===== config.mk =====
export PLATFORM = sky130hd
export DESIGN_NAME = exc_prio_ctrl
export DESIGN_NICKNAME = d
export VERILOG_FILES = /design/src/rtl/exc_prio_pkg.sv /design/src/rtl/exc_rst_detect.sv /design/src/rtl/exc_boundary_qual.sv /design/src/rtl/exc_arbiter.sv /design/src/rtl/exc_prio_ctrl.sv
export SDC_FILE = /design/constraint.sdc
export NUM_CORES = 1
export LEC_CHECK = 0
export BUFFER_PORTS_ARGS = -buffer_cell sky130_fd_sc_hd__buf_2
export CAP_MARGIN = 20
export CORE_UTILIZATION = 43
export CTS_CLUSTER_SIZE = 20
export DETAILED_ROUTE_END_ITERATION = 8
export PLACE_DENSITY = 0.82
export SETUP_SLACK_MARGIN = 0.02
export SLEW_MARGIN = 20
export SYNTH_ARGS = -nofsm -noshare
export SYNTH_HDL_FRONTEND = slang
export SYNTH_SLANG_ARGS = --single-unit

===== constraint.sdc =====
create_clock -name clk -period 1.6 [get_ports clk]
set_clock_uncertainty 0.15 [all_clocks]
set_input_delay 0.32 -clock clk [delete_from_list [all_inputs] [get_ports clk]]
set_output_delay 0.32 -clock clk [all_outputs]
set_load 0.05 [all_outputs]

===== src/rtl/exc_prio_pkg.sv =====
package exc_prio_pkg;

  localparam int NUM_SRC   = 4;
  localparam int SRC_RST   = 0;
  localparam int SRC_TRACE = 1;
  localparam int SRC_IRQ   = 2;
  localparam int SRC_TRAP  = 3;

  localparam int CLS_W = 3;

  typedef enum logic [2:0] {
    EXC_NONE  = 3'd0,
    EXC_RESET = 3'd1,
    EXC_TRACE = 3'd2,
    EXC_IRQ   = 3'd3,
    EXC_TRAP  = 3'd4
  } exc_type_e;

  typedef enum logic [CLS_W-1:0] {
    CLS_PLAIN    = 3'd0,
    CLS_EXC_RET  = 3'd1,
    CLS_CCR_AND  = 3'd2,
    CLS_CCR_OR   = 3'd3,
    CLS_CCR_XOR  = 3'd4,
    CLS_CCR_LOAD = 3'd5
  } insn_cls_e;

  function automatic logic is_ccr_class(input logic [CLS_W-1:0] c);
    return (c == CLS_CCR_AND) || (c == CLS_CCR_OR) ||
           (c == CLS_CCR_XOR) || (c == CLS_CCR_LOAD);
  endfunction

endpackage


===== src/rtl/exc_rst_detect.sv =====
module exc_rst_detect #(
  parameter int STAGES = 2
) (
  input  logic clk,
  input  logic rst_n,
  input  logic pin_i,
  input  logic wdt_i,
  output logic rst_ev_o
);

  logic [STAGES-1:0] sync_q;
  logic              prev_q;

  generate
    for (genvar g = 0; g < STAGES; g++) begin : g_stage
      if (g == 0) begin : g_first
        always_ff @(posedge clk or negedge rst_n) begin
          if (!rst_n) sync_q[0] <= 1'b0;
          else        sync_q[0] <= pin_i;
        end
      end else begin : g_next
        always_ff @(posedge clk or negedge rst_n) begin
          if (!rst_n) sync_q[g] <= 1'b0;
          else        sync_q[g] <= sync_q[g-1];
        end
      end
    end
  endgenerate

  always_ff @(posedge clk or negedge rst_n) begin
    if (!rst_n) prev_q <= 1'b0;
    else        prev_q <= sync_q[STAGES-1];
  end

  assign rst_ev_o = (sync_q[STAGES-1] & ~prev_q) | wdt_i;

endmodule


===== src/rtl/exc_boundary_qual.sv =====
module exc_boundary_qual
  import exc_prio_pkg::*;
#(
  parameter int          ICM_W      = 2,
  parameter logic [1:0]  TRACE_MODE = 2'd2
) (
  input  logic             insn_done_i,
  input  logic [CLS_W-1:0] class_i,
  input  logic             trace_en_i,
  input  logic [ICM_W-1:0] icm_i,
  input  logic             irq_req_i,
  input  logic             post_rst_i,
  output logic             trace_ok_o,
  output logic             irq_ok_o
);

  logic trace_mode_on;
  logic trace_inhibit;
  logic irq_inhibit;

  always_comb begin
    trace_mode_on = trace_en_i && (icm_i == ICM_W'(TRACE_MODE));
    trace_inhibit = insn_done_i && (class_i == CLS_EXC_RET);
    if (insn_done_i) irq_inhibit = is_ccr_class(class_i);
    else             irq_inhibit = post_rst_i;
    trace_ok_o = trace_mode_on && !trace_inhibit;
    irq_ok_o   = irq_req_i && !irq_inhibit;
  end

endmodule


===== src/rtl/exc_arbiter.sv =====
module exc_arbiter #(
  parameter int N = 3
) (
  input  logic [N-1:0] req_i,
  output logic [N-1:0] gnt_o
);

  always_comb begin
    logic taken;
    taken = 1'b0;
    gnt_o = '0;
    for (int i = 0; i < N; i++) begin
      if (req_i[i] && !taken) begin
        gnt_o[i] = 1'b1;
        taken    = 1'b1;
      end
    end
  end

endmodule


===== src/rtl/exc_prio_ctrl.sv =====
module exc_prio_ctrl
  import exc_prio_pkg::*;
#(
  parameter int VEC_W       = 8,
  parameter int SYNC_STAGES = 2,
  parameter int TRACE_VEC   = 5,
  parameter int TRAP_BASE   = 8
) (
  input  logic                    clk,
  input  logic                    rst_n,
  input  logic                    reset_pin_i,
  input  logic                    wdt_ovf_i,
  input  logic                    trace_en_i,
  input  logic [1:0]              icm_i,
  input  logic                    irq_req_i,
  input  logic [VEC_W-1:0]        irq_vec_i,
  input  logic                    trap_i,
  input  logic [1:0]              trap_op_i,
  input  logic                    insn_done_i,
  input  logic [2:0]              class_i,
  input  logic                    seq_done_i,
  input  logic                    ack_i,
  output logic [NUM_SRC-1:0]      take_o,
  output logic [2:0]              exc_type_o,
  output logic [VEC_W-1:0]        vec_idx_o
);

  localparam int ARB_N = NUM_SRC - 1;  // trace, irq, trap
  localparam int A_TRACE = SRC_TRACE - 1;
  localparam int A_IRQ   = SRC_IRQ - 1;
  localparam int A_TRAP  = SRC_TRAP - 1;

  logic             rst_ev;
  logic             trace_ok, irq_ok;
  logic [ARB_N-1:0] arb_req, arb_gnt;

  logic             off_vld_q;
  exc_type_e        off_type_q;
  logic [VEC_W-1:0] off_vec_q;
  logic             trap_pend_q;
  logic [1:0]       trap_op_q;
  logic             post_rst_q;

  logic             boundary, evaluate, trap_now;
  logic [1:0]       trap_op_sel;
  logic             trap_latch_ok;
  exc_type_e        win_type;
  logic [VEC_W-1:0] win_vec;

  exc_rst_detect #(.STAGES(SYNC_STAGES)) u_rst_detect (
    .clk      (clk),
    .rst_n    (rst_n),
    .pin_i    (reset_pin_i),
    .wdt_i    (wdt_ovf_i),
    .rst_ev_o (rst_ev)
  );

  exc_boundary_qual #(.ICM_W(2), .TRACE_MODE(2'd2)) u_qual (
    .insn_done_i (insn_done_i),
    .class_i     (class_i),
    .trace_en_i  (trace_en_i),
    .icm_i       (icm_i),
    .irq_req_i   (irq_req_i),
    .post_rst_i  (post_rst_q),
    .trace_ok_o  (trace_ok),
    .irq_ok_o    (irq_ok)
  );

  always_comb begin
    boundary      = insn_done_i | seq_done_i;
    evaluate      = boundary && !off_vld_q && !rst_ev;
    trap_now      = trap_pend_q | trap_i;
    trap_op_sel   = trap_pend_q ? trap_op_q : trap_op_i;
    trap_latch_ok = trap_i && !trap_pend_q &&
                    !(off_vld_q && off_type_q == EXC_RESET);
    arb_req          = '0;
    arb_req[A_TRACE] = trace_ok;
    arb_req[A_IRQ]   = irq_ok;
    arb_req[A_TRAP]  = trap_now;
  end

  exc_arbiter #(.N(ARB_N)) u_arb (
    .req_i (arb_req),
    .gnt_o (arb_gnt)
  );

  always_comb begin
    win_type = EXC_NONE;
    win_vec  = '0;
    if (arb_gnt[A_TRACE]) begin
      win_type = EXC_TRACE;
      win_vec  = VEC_W'(TRACE_VEC);
    end else if (arb_gnt[A_IRQ]) begin
      win_type = EXC_IRQ;
      win_vec  = irq_vec_i;
    end else if (arb_gnt[A_TRAP]) begin
      win_type = EXC_TRAP;
      win_vec  = VEC_W'(TRAP_BASE) + VEC_W'(trap_op_sel);
    end
  end

  always_ff @(posedge clk or negedge rst_n) begin
    if (!rst_n) begin
      off_vld_q   <= 1'b0;
      off_type_q  <= EXC_NONE;
      off_vec_q   <= '0;
      trap_pend_q <= 1'b0;
      trap_op_q   <= '0;
      post_rst_q  <= 1'b0;
    end else if (rst_ev) begin
      off_vld_q   <= 1'b1;
      off_type_q  <= EXC_RESET;
      off_vec_q   <= '0;
      trap_pend_q <= 1'b0;
    end else begin
      if (off_vld_q && ack_i) begin
        off_vld_q  <= 1'b0;
        off_type_q <= EXC_NONE;
        off_vec_q  <= '0;
        if (off_type_q == EXC_RESET) post_rst_q <= 1'b1;
      end
      if (evaluate) begin
        if (insn_done_i) post_rst_q <= 1'b0;
        if (win_type != EXC_NONE) begin
          off_vld_q  <= 1'b1;
          off_type_q <= win_type;
          off_vec_q  <= win_vec;
        end
        if (arb_gnt[A_TRAP]) begin
          trap_pend_q <= 1'b0;
        end else if (trap_i && !trap_pend_q) begin
          trap_pend_q <= 1'b1;
          trap_op_q   <= trap_op_i;
        end
      end else if (trap_latch_ok) begin
        trap_pend_q <= 1'b1;
        trap_op_q   <= trap_op_i;
      end
    end
  end

  always_comb begin
    take_o     = '0;
    exc_type_o = off_vld_q ? off_type_q : EXC_NONE;
    vec_idx_o  = off_vld_q ? off_vec_q : '0;
    if (off_vld_q) begin
      case (off_type_q)
        EXC_RESET: take_o[SRC_RST]   = 1'b1;
        EXC_TRACE: take_o[SRC_TRACE] = 1'b1;
        EXC_IRQ:   take_o[SRC_IRQ]   = 1'b1;
        EXC_TRAP:  take_o[SRC_TRAP]  = 1'b1;
        default:   take_o            = '0;
      endcase
    end
  end


  take_onehot_chk: assert property (@(posedge clk) disable iff (!rst_n)
    $onehot0(take_o));


  offer_hold_chk: assert property (@(posedge clk) disable iff (!rst_n)
    ((take_o != '0) && !ack_i && !rst_ev) |=> ($stable(take_o) && $stable(vec_idx_o)));


  ack_clear_chk: assert property (@(posedge clk) disable iff (!rst_n)
    ((take_o != '0) && ack_i && !rst_ev) |=> (take_o == '0));


  wdt_take_chk: assert property (@(posedge clk) disable iff (!rst_n)
    wdt_ovf_i |=> take_o[SRC_RST]);


  trace_ret_chk: assert property (@(posedge clk) disable iff (!rst_n)
    (insn_done_i && class_i == CLS_EXC_RET && take_o == '0 && !rst_ev)
      |=> !take_o[SRC_TRACE]);


  trace_mode_chk: assert property (@(posedge clk) disable iff (!rst_n)
    (take_o == '0 && !(trace_en_i && icm_i == 2'd2)) |=> !take_o[SRC_TRACE]);


  irq_ccr_chk: assert property (@(posedge clk) disable iff (!rst_n)
    (insn_done_i && is_ccr_class(class_i) && take_o == '0) |=> !take_o[SRC_IRQ]);


  no_boundary_chk: assert property (@(posedge clk) disable iff (!rst_n)
    (take_o == '0 && !insn_done_i && !seq_done_i && !rst_ev) |=> (take_o == '0));

endmodule


==> out/qor.txt, run 1 <==
CRITICAL PATH
--------------------------------------------------------------------------------------
Kind of cell adding the most delay to the critical path                     flip-flops
Arrival time reported for the critical path endpoint                           1.34 ns
Crit-path slowest cell                                                    sky130_fd_sc_hd__dfrtp_2
Buf/Inv on CP                                                                        2
Worst Path Class, Setup                                                     reg -> out
Critical-path cell list                                                   buf_6, and2_4, nor3b_4, buf_6
Startpoint type of the worst setup path                                      flip-flop
Critical Path RT                                                               1.13 ns
Register-to-register path setup slack                                         -0.16 ns
Kind of end point of the critical path                                     output port
CP most frequent cell                                                     sky130_fd_sc_hd__buf_6
Max FO, Critical Path                                                                4
Maximum single-stage delay on the critical path                                0.42 ns

LOGIC SYNTHESIS
--------------------------------------------------------------------------------------
Synthesized instance count                                                         111
Cell type with the largest total area after synthesis                     sky130_fd_sc_hd__dfrtp_1
Number of flops mapped to enable cells by yosys                                      0
Net count after synthesis                                                          136
Synth unique cells                                                                  38
Number of synthesized register bits                                                 19
YS warnings                                                                          0
Largest cells by area after synthesis                                     sky130_fd_sc_hd__dfrtp_1 (43%), sky130_fd_sc_hd__nand2_1 (6.5%), sky130_fd_sc_hd__and2_1 (5.7%)
Main synth FF type                                                        sky130_fd_sc_hd__dfrtp_1
Netlist area before placement                                                 1094 um2
Proportion of synthesized flip-flops having asynchronous set or reset           100.0%
Average cell area after synthesis                                            9.852 um2
Top-area cell type share of the netlist area                                    43.48%
Fraction of the yosys area taken by sequential cells                            43.48%
Synth top cells by count                                                  sky130_fd_sc_hd__dfrtp_1 (19), sky130_fd_sc_hd__nand2_1 (19), sky130_fd_sc_hd__and2_1 (10), sky130_fd_sc_hd__mux2i_1 (5)

LAYOUT
--------------------------------------------------------------------------------------
Final net count                                                                    210
Antenna Diode Count                                                                  0
Flip-flop and latch area                                                     476.7 um2
Area used by multi-input combinational logic                                 703.2 um2
Final Instance Count excl. Fillers                                                 212
# fillers                                                                          139
Ratio of cells with drive above 1 in the final layout                           60.87%
Area overhead of the layout relative to synthesis                               72.43%

GLOBAL ROUTING
--------------------------------------------------------------------------------------
GRT overflow                                                                         0
Via count of the first global-routing pass                                        1085
Number of antenna violations at the first check in global routing                    0
Largest net degree at the start of global routing                                   20
First-pass GRT wire length                                                     4747 um
Total routing resource utilization after global routing                         23.82%

PLACED DESIGN
--------------------------------------------------------------------------------------
Post-DP HPWL                                                                   2165 um
Port bufs                                                                           39
Worst Setup Slack post-DPL                                                  -0.1662 ns
Routability congestion estimate from global placement                           0.8474
Placed insts                                                                       197

CLOCKING
--------------------------------------------------------------------------------------
Clock slew at the register clock pins of the worst setup and hold paths        0.11 ns
TritonCTS clock tree                                                               yes
Number of clock buffers inserted by TritonCTS                                        3
Clock tree root buffer cell                                               sky130_fd_sc_hd__clkbuf_4
Worst-Skew Late Latency                                                        0.32 ns
CTS Sinks                                                                           19
Buffers from clock root to sink, at most                                             2
H-tree Lvls                                                                          1

POWER
--------------------------------------------------------------------------------------
LEAKAGE                                                                   0.0009207 uW
Worst voltage drop across the vdd grid                                     0.0006754 V
Power per standard cell area                                              645.8 nW/um2

STA
--------------------------------------------------------------------------------------
Setup ws final                                                              -0.2146 ns
RSZ-0062 raised after global routing                                               yes
Setup Viol. Count Final                                                             26
Final Max Tran Viols                                                                 0
Measured slew at the worst slew-check pin                                    0.4164 ns
Maximum achievable frequency                                                 551.1 MHz
Worst hold slack                                                            0.09282 ns
Hold Vio Cnt, Final                                                                  0
Period utilisation layout                                                       113.4%
Relative slew slack                                                             72.24%
Clock period minus worst slack                                                1.815 ns

ROUTE
--------------------------------------------------------------------------------------
Remaining antenna violation count                                                    0
Iteration count of the initial detailed-routing pass                                 4
Routed length per placed instance                                             15.68 um
Iteration-0 DRC Markers                                                             24
DRC violation count after routing                                                    0
Post-DR vias/cell                                                                5.528
Number of vias in the routed layout                                               1172
Post-Route WL                                                                  3325 um

DIE
--------------------------------------------------------------------------------------
Horizontal extent of the die                                                  52.43 um
Full die area                                                                 2749 um2
DIE HEIGHT                                                                    52.43 um
IO Count                                                                            40
Placeable Area                                                                2297 um2
Initial Util                                                                    47.60%
Placement Rows                                                                      17

OUTCOME
--------------------------------------------------------------------------------------
Run status                                                                finished, violations left
Violations in the final reports                                           setup timing

MIN PATH
--------------------------------------------------------------------------------------
Worst hold path class                                                        in -> reg

FLOW RUN
--------------------------------------------------------------------------------------
Max-cap violations                                                                   0

-- worst paths after layout --
kind / start / to / cells after the start
hold reg to reg: u_rst_detect.sync_q[0] / u_rst_detect.sync_q[1] / 0
max in group asynchronous: rst_n / off_vld_q / 2
setup / recovery: off_vld_q / take_o[3] / 4
hold / removal: irq_vec_i[4] / off_vec_q[4] / 3
setup reg to reg: u_rst_detect.sync_q[1] / trap_op_q[0] / 4
min in group asynchronous: rst_n / off_vec_q[1] / 2
-- registers in the layout (all words and copies together) (netlist names) --
name	count
trap_op_q	2
off_vld_q	1
off_vec_q	8
u_rst_detect.prev_q	1
trap_pend_q	1
off_type_q	3
post_rst_q	1
u_rst_detect.sync_q	2
-- report_power, final --
part	total [uW]	internal, uW	switching (uW)
clock	266	93.7	173
sequential	540	516	24.4
combinational	411	210	201
total	1220	820	398
-- cells by family (layout without fill, tap and decap cells) --
kind of cell | after synthesis | in the layout | share of synthesized area [%]
simple gates | 54 | 54 | 27.46
buf+inv | 7 | 80 | 3.432
mux | 8 | 8 | 7.666
flops | 19 | 19 | 43.48
xor+xnor | 1 | 1 | 0.8011
compound gates | 22 | 22 | 17.16
-- cell usage in the layout (no fill, tap or decap), types with 2 or more instances in the layout --
| cell | netlist | layout |
|---|---|---|
| sky130_fd_sc_hd__nor3b_2 | 1 | 2 |
| sky130_fd_sc_hd__inv_1 | 4 | 4 |
| sky130_fd_sc_hd__nand2_2 | 0 | 5 |
| sky130_fd_sc_hd__dfrtp_1 | 19 | 18 |
| sky130_fd_sc_hd__buf_8 | 0 | 2 |
| sky130_fd_sc_hd__o21ai_0 | 3 | 3 |
| sky130_fd_sc_hd__and2_1 | 10 | 2 |
| sky130_fd_sc_hd__buf_4 | 1 | 19 |
| sky130_fd_sc_hd__buf_2 | 0 | 24 |
| sky130_fd_sc_hd__mux2i_1 | 5 | 5 |
| sky130_fd_sc_hd__buf_12 | 0 | 2 |
| sky130_fd_sc_hd__nor2_2 | 0 | 2 |
| sky130_fd_sc_hd__nand3_1 | 2 | 2 |
| sky130_fd_sc_hd__nand4_1 | 4 | 4 |
| sky130_fd_sc_hd__nor3b_4 | 0 | 2 |
| sky130_fd_sc_hd__mux2_4 | 0 | 2 |
| sky130_fd_sc_hd__clkbuf_4 | 0 | 3 |
| sky130_fd_sc_hd__a21boi_1 | 0 | 2 |
| sky130_fd_sc_hd__and2_4 | 0 | 8 |
| sky130_fd_sc_hd__o21ai_2 | 2 | 2 |
| sky130_fd_sc_hd__buf_6 | 1 | 22 |
| sky130_fd_sc_hd__nand2_1 | 19 | 14 |
| sky130_fd_sc_hd__nand3b_1 | 2 | 2 |
| sky130_fd_sc_hd__dlygate4sd3_1 | 0 | 2 |
| sky130_fd_sc_hd__a21oi_1 | 3 | 3 |
-- worst min-delay path, cell delays in order --
cell	delay [ns]
sky130_fd_sc_hd__buf_2	0.10
sky130_fd_sc_hd__nand4_1	0.05
sky130_fd_sc_hd__mux2i_1	0.06
-- through the flow --
| stage | TNS [ns] | power [uW] | utilization [%] | instance area, um2 |
|---|---|---|---|---|
| 2_1_floorplan | -0.2705 | 721.0 | - | 1117 |
| 3_3_place_gp | -0.4884 | 841.8 | 65.41 | 1503 |
| 6_report | -2.232 | 1218 | 82.08 | 1886 |
| 5_1_grt | -3.428 | 1260 | 82.08 | 1886 |
| 4_1_cts | -2.541 | 1174 | 76.42 | 1755 |
| 3_5_place_dp | -1.021 | 852.1 | 65.41 | 1503 |
-- per-layer routing --
layer,vias up,wire length (um),GRT usage [%]
li1,546,-,-
met1,574,1363,28.28
met2,47,1774,43.25
met3,5,145,3.188
met4,0,42,8.333
met5,-,0,0
-- what timing repair did --
action                                  CTS  global route
cloned                                    1             0
hold endpoints to repair                 20             0
pin swaps                                 3             7
hold buffers                              2             0
endpoints found under the setup margin   24            29
resized for setup                        45            28
setup buffers                             3             6
-- area by class of cell --
cell class / instances / area share, %
Clock buffer: 3 / 1.194
Tap cell: 28 / 1.858
Clock inverter: 1 / 0.2654
Timing Repair Buffer: 72 / 33.31
Sequential cell: 19 / 25.28
Multi-Input combinational cell: 85 / 37.29
Inverter: 4 / 0.7963
No activity file was read; power rests on OpenSTA's default activity.
==> run 2: changes to the inputs <==
--- a/config.mk
+++ b/config.mk
@@ -7,10 +7,11 @@
 export LEC_CHECK = 0
 export BUFFER_PORTS_ARGS = -buffer_cell sky130_fd_sc_hd__buf_2
 export CAP_MARGIN = 20
-export CORE_UTILIZATION = 43
+export CORE_UTILIZATION = 46
+export CTS_BUF_LIST = sky130_fd_sc_hd__clkbuf_4
 export CTS_CLUSTER_SIZE = 20
 export DETAILED_ROUTE_END_ITERATION = 8
-export PLACE_DENSITY = 0.82
+export PLACE_DENSITY = 0.86
 export SETUP_SLACK_MARGIN = 0.02
 export SLEW_MARGIN = 20
 export SYNTH_ARGS = -nofsm -noshare
==> out/qor.txt, run 2 (synthesis results as in run 1) <==
OUTCOME
--------------------------------------------------------------------------------------
Run status                                                                finished, violations left
Violations in the final reports                                           setup timing

ROUTE
--------------------------------------------------------------------------------------
Iteration-0 DRC Markers                                                             61   +150%
Iteration count of the initial detailed-routing pass                                 4   unchanged
Post-Route WL                                                                  3899 um   +17%
Routed length per placed instance                                             18.48 um   +18%
Remaining antenna violation count                                                    0   unchanged
DRC violation count after routing                                                    0   unchanged
Number of vias in the routed layout                                               1221   +4.2%
Post-DR vias/cell                                                                5.787   +4.7%

PLACED DESIGN
--------------------------------------------------------------------------------------
Post-DP HPWL                                                                   2265 um   +4.6%
Port bufs                                                                           39   unchanged
Routability congestion estimate from global placement                           0.8032   -5.2%
Placed insts                                                                       195   -1.0%
Placed Area                                                                   1488 um2   -1.0%

LAYOUT
--------------------------------------------------------------------------------------
Final Instance Count excl. Fillers                                                 211   -0.47%
Number of flip-flops under the largest register name                                 8   unchanged
Layout Cell Area excl Fill                                                    1879 um2   -0.33%
Final net count                                                                    209   -0.48%
Ratio of cells with drive above 1 in the final layout                           57.92%   -2.9 points
Register bank with the most flops                                            off_vec_q
Antenna Diode Count                                                                  0   unchanged
Biggest regs                                                              off_vec_q (8), off_type_q (3)
Area overhead of the layout relative to synthesis                               71.85%
Most frequent standard cell in the layout excluding fill and tap cells    sky130_fd_sc_hd__buf_2
Final core occ                                                                  84.15%   +2.1 points
Most frequent cells in the layout                                         sky130_fd_sc_hd__buf_2 (24), sky130_fd_sc_hd__buf_6 (21), sky130_fd_sc_hd__buf_4 (21), sky130_fd_sc_hd__dfrtp_1 (18), sky130_fd_sc_hd__nand2_1 (16)

GLOBAL ROUTING
--------------------------------------------------------------------------------------
Largest net degree at the start of global routing                                   20   unchanged
Via count of the first global-routing pass                                        1167   +7.6%
First-pass GRT wire length                                                     5347 um   +13%
Total routing resource utilization after global routing                         28.32%   +4.5 points
GRT overflow                                                                         0   unchanged
Number of antenna violations at the first check in global routing                    0   unchanged

CRITICAL PATH
--------------------------------------------------------------------------------------
Launch instance of the worst register-to-register path                       off_vld_q
Critical Path RT                                                               1.13 ns   about the same
Arrival time reported for the critical path endpoint                           1.39 ns   +0.05 ns
Critical-path cell list                                                   nor3b_2, nand2_2, inv_2, buf_8
Max FO, Critical Path                                                                3   -1
Launch point of the worst path                                            off_type_q[1]
Startpoint type of the worst setup path                                      flip-flop
Crit-path slowest cell                                                    sky130_fd_sc_hd__dfrtp_1
Maximum single-stage delay on the critical path                                0.41 ns   about the same
Kind of end point of the critical path                                     output port
Worst Path Class, Setup                                                     reg -> out

DIE
--------------------------------------------------------------------------------------
Placement Rows                                                                      17   unchanged
Full die area                                                                 2576 um2   -6.3%
Horizontal extent of the die                                                  50.76 um   -3.2%
DIE HEIGHT                                                                    50.76 um   -3.2%
Initial Util                                                                    48.96%   +1.4 points
IO Count                                                                            40   unchanged
Placeable Area                                                                2233 um2   -2.8%

STA
--------------------------------------------------------------------------------------
Setup ws final                                                              -0.2610 ns   -0.04639 ns
Maximum achievable frequency                                                 537.4 MHz   -2.5%
Period utilisation layout                                                       116.3%   +2.9 points
Clock period minus worst slack                                                1.861 ns   +0.04639 ns
Measured slew at the worst slew-check pin                                    0.4286 ns   +0.01224 ns
RSZ-0062 raised after global routing                                               yes
Setup Viol. Count Final                                                             29   +12%
Relative slew slack                                                             71.43%   -0.82 points
Final Max Tran Viols                                                                 0   unchanged
Hold Vio Cnt, Final                                                                  0   unchanged

MIN PATH
--------------------------------------------------------------------------------------
Worst hold path class                                                        in -> reg
Hold Startpoint                                                           trap_op_i[1]

CLOCKING
--------------------------------------------------------------------------------------
CTS Sinks                                                                           19   unchanged
Clock slew at the register clock pins of the worst setup and hold paths        0.11 ns   about the same
H-tree Lvls                                                                          1   unchanged
TritonCTS clock tree                                                               yes
Worst-Skew Late Latency                                                        0.31 ns   about the same
Clock tree root buffer cell                                               sky130_fd_sc_hd__clkbuf_4
Buffers from clock root to sink, at most                                             2   unchanged
Number of clock buffers inserted by TritonCTS                                        3   unchanged

POWER
--------------------------------------------------------------------------------------
LEAKAGE                                                                   0.0009046 uW   -1.8%
Worst voltage drop across the vdd grid                                     0.0008203 V   +21%
Total power of the final layout                                                1252 uW   +2.8%
Power per standard cell area                                              666.4 nW/um2   +3.2%

FLOW RUN
--------------------------------------------------------------------------------------
Max-cap violations                                                                   0   unchanged

## run 2: cell types whose count changed in the layout (fill, tap and decap cells not counted), moves of 2 or more
| cell | change |
|---|---|
| sky130_fd_sc_hd__and2_1 | +5 |
| sky130_fd_sc_hd__and2_4 | -5 |
| sky130_fd_sc_hd__nand2_2 | -3 |
| sky130_fd_sc_hd__buf_4 | +2 |
| sky130_fd_sc_hd__nand2_1 | +2 |
| sky130_fd_sc_hd__nor2_2 | -2 |
| sky130_fd_sc_hd__nor3_2 | +2 |
## run 2: worst max-delay path, delay by kind of cell, from the launching register on
| family | cells | cell delay (ns) |
|---|---|---|
| buffers and inverters | 2 | 0.22 |
| flip-flops | 1 | 0.41 |
| AND/OR/NAND/NOR | 2 | 0.45 |
## run 2: final timing paths
kind                                                to  slack, ns  cells past startpoint
max in group asynchronous                    off_vld_q       0.66                      2
worst max register to register            trap_op_q[0]      -0.17                      5
worst min register to register  u_rst_detect.sync_q[1]       0.22                      0
min in group asynchronous                  trap_pend_q       0.32                      2
worst max-delay path                         take_o[0]      -0.26                      4
worst min-delay path                      trap_op_q[1]        0.1                      2
## run 2: repair_timing
action,CTS,global route
buffers inserted,3,8
endpoints found under the hold margin,20,0
hold buffers,2,0
setup endpoints to repair,22,30
pin swaps,1,9
resized for setup,38,35
## run 2: final cells by class
cell class                      count  area (um2)
Clock buffer                        3       22.52
Inverter                            4       15.01
Sequential cell                    19       476.7
Multi-Input combinational cell     85       740.7
Fill cell                         112       354.1
Clock inverter                      1       5.005
Tap cell                           28       35.03
Timing Repair Buffer               71       584.3
## run 2: stage by stage
| step | setup slack (ns) | hold slack, ns | TNS [ns] |
|---|---|---|---|
| 2_1_floorplan | -0.06841 | -0.1256 | -0.2705 |
| 3_5_place_dp | -0.1690 | 0.1278 | -1.319 |
| 4_1_cts | -0.2278 | 0.09757 | -2.550 |
| 6_report | -0.2610 | 0.09783 | -3.545 |
| 3_3_place_gp | -0.1144 | 0.1213 | -0.6956 |
| 5_1_grt | -0.2854 | 0.09289 | -4.693 |
## run 2: power by group
| group | total (uW) | switching [uW] | leakage, uW | internal, uW |
|---|---|---|---|---|
| Combinational | 450 | 226 | 0.000647 | 224 |
| Sequential | 544 | 27.8 | 0.000239 | 516 |
| Clock | 258 | 165 | 0.0000177 | 93.7 |
## run 2: routing by layer
layer,track usage [%],part of all wire (%),up-vias
met5,0,0,-
met4,12.50,5.8,0
met3,3.030,6.0,24
met2,51.78,51,84
met1,32.89,37,574
li1,-,-,539
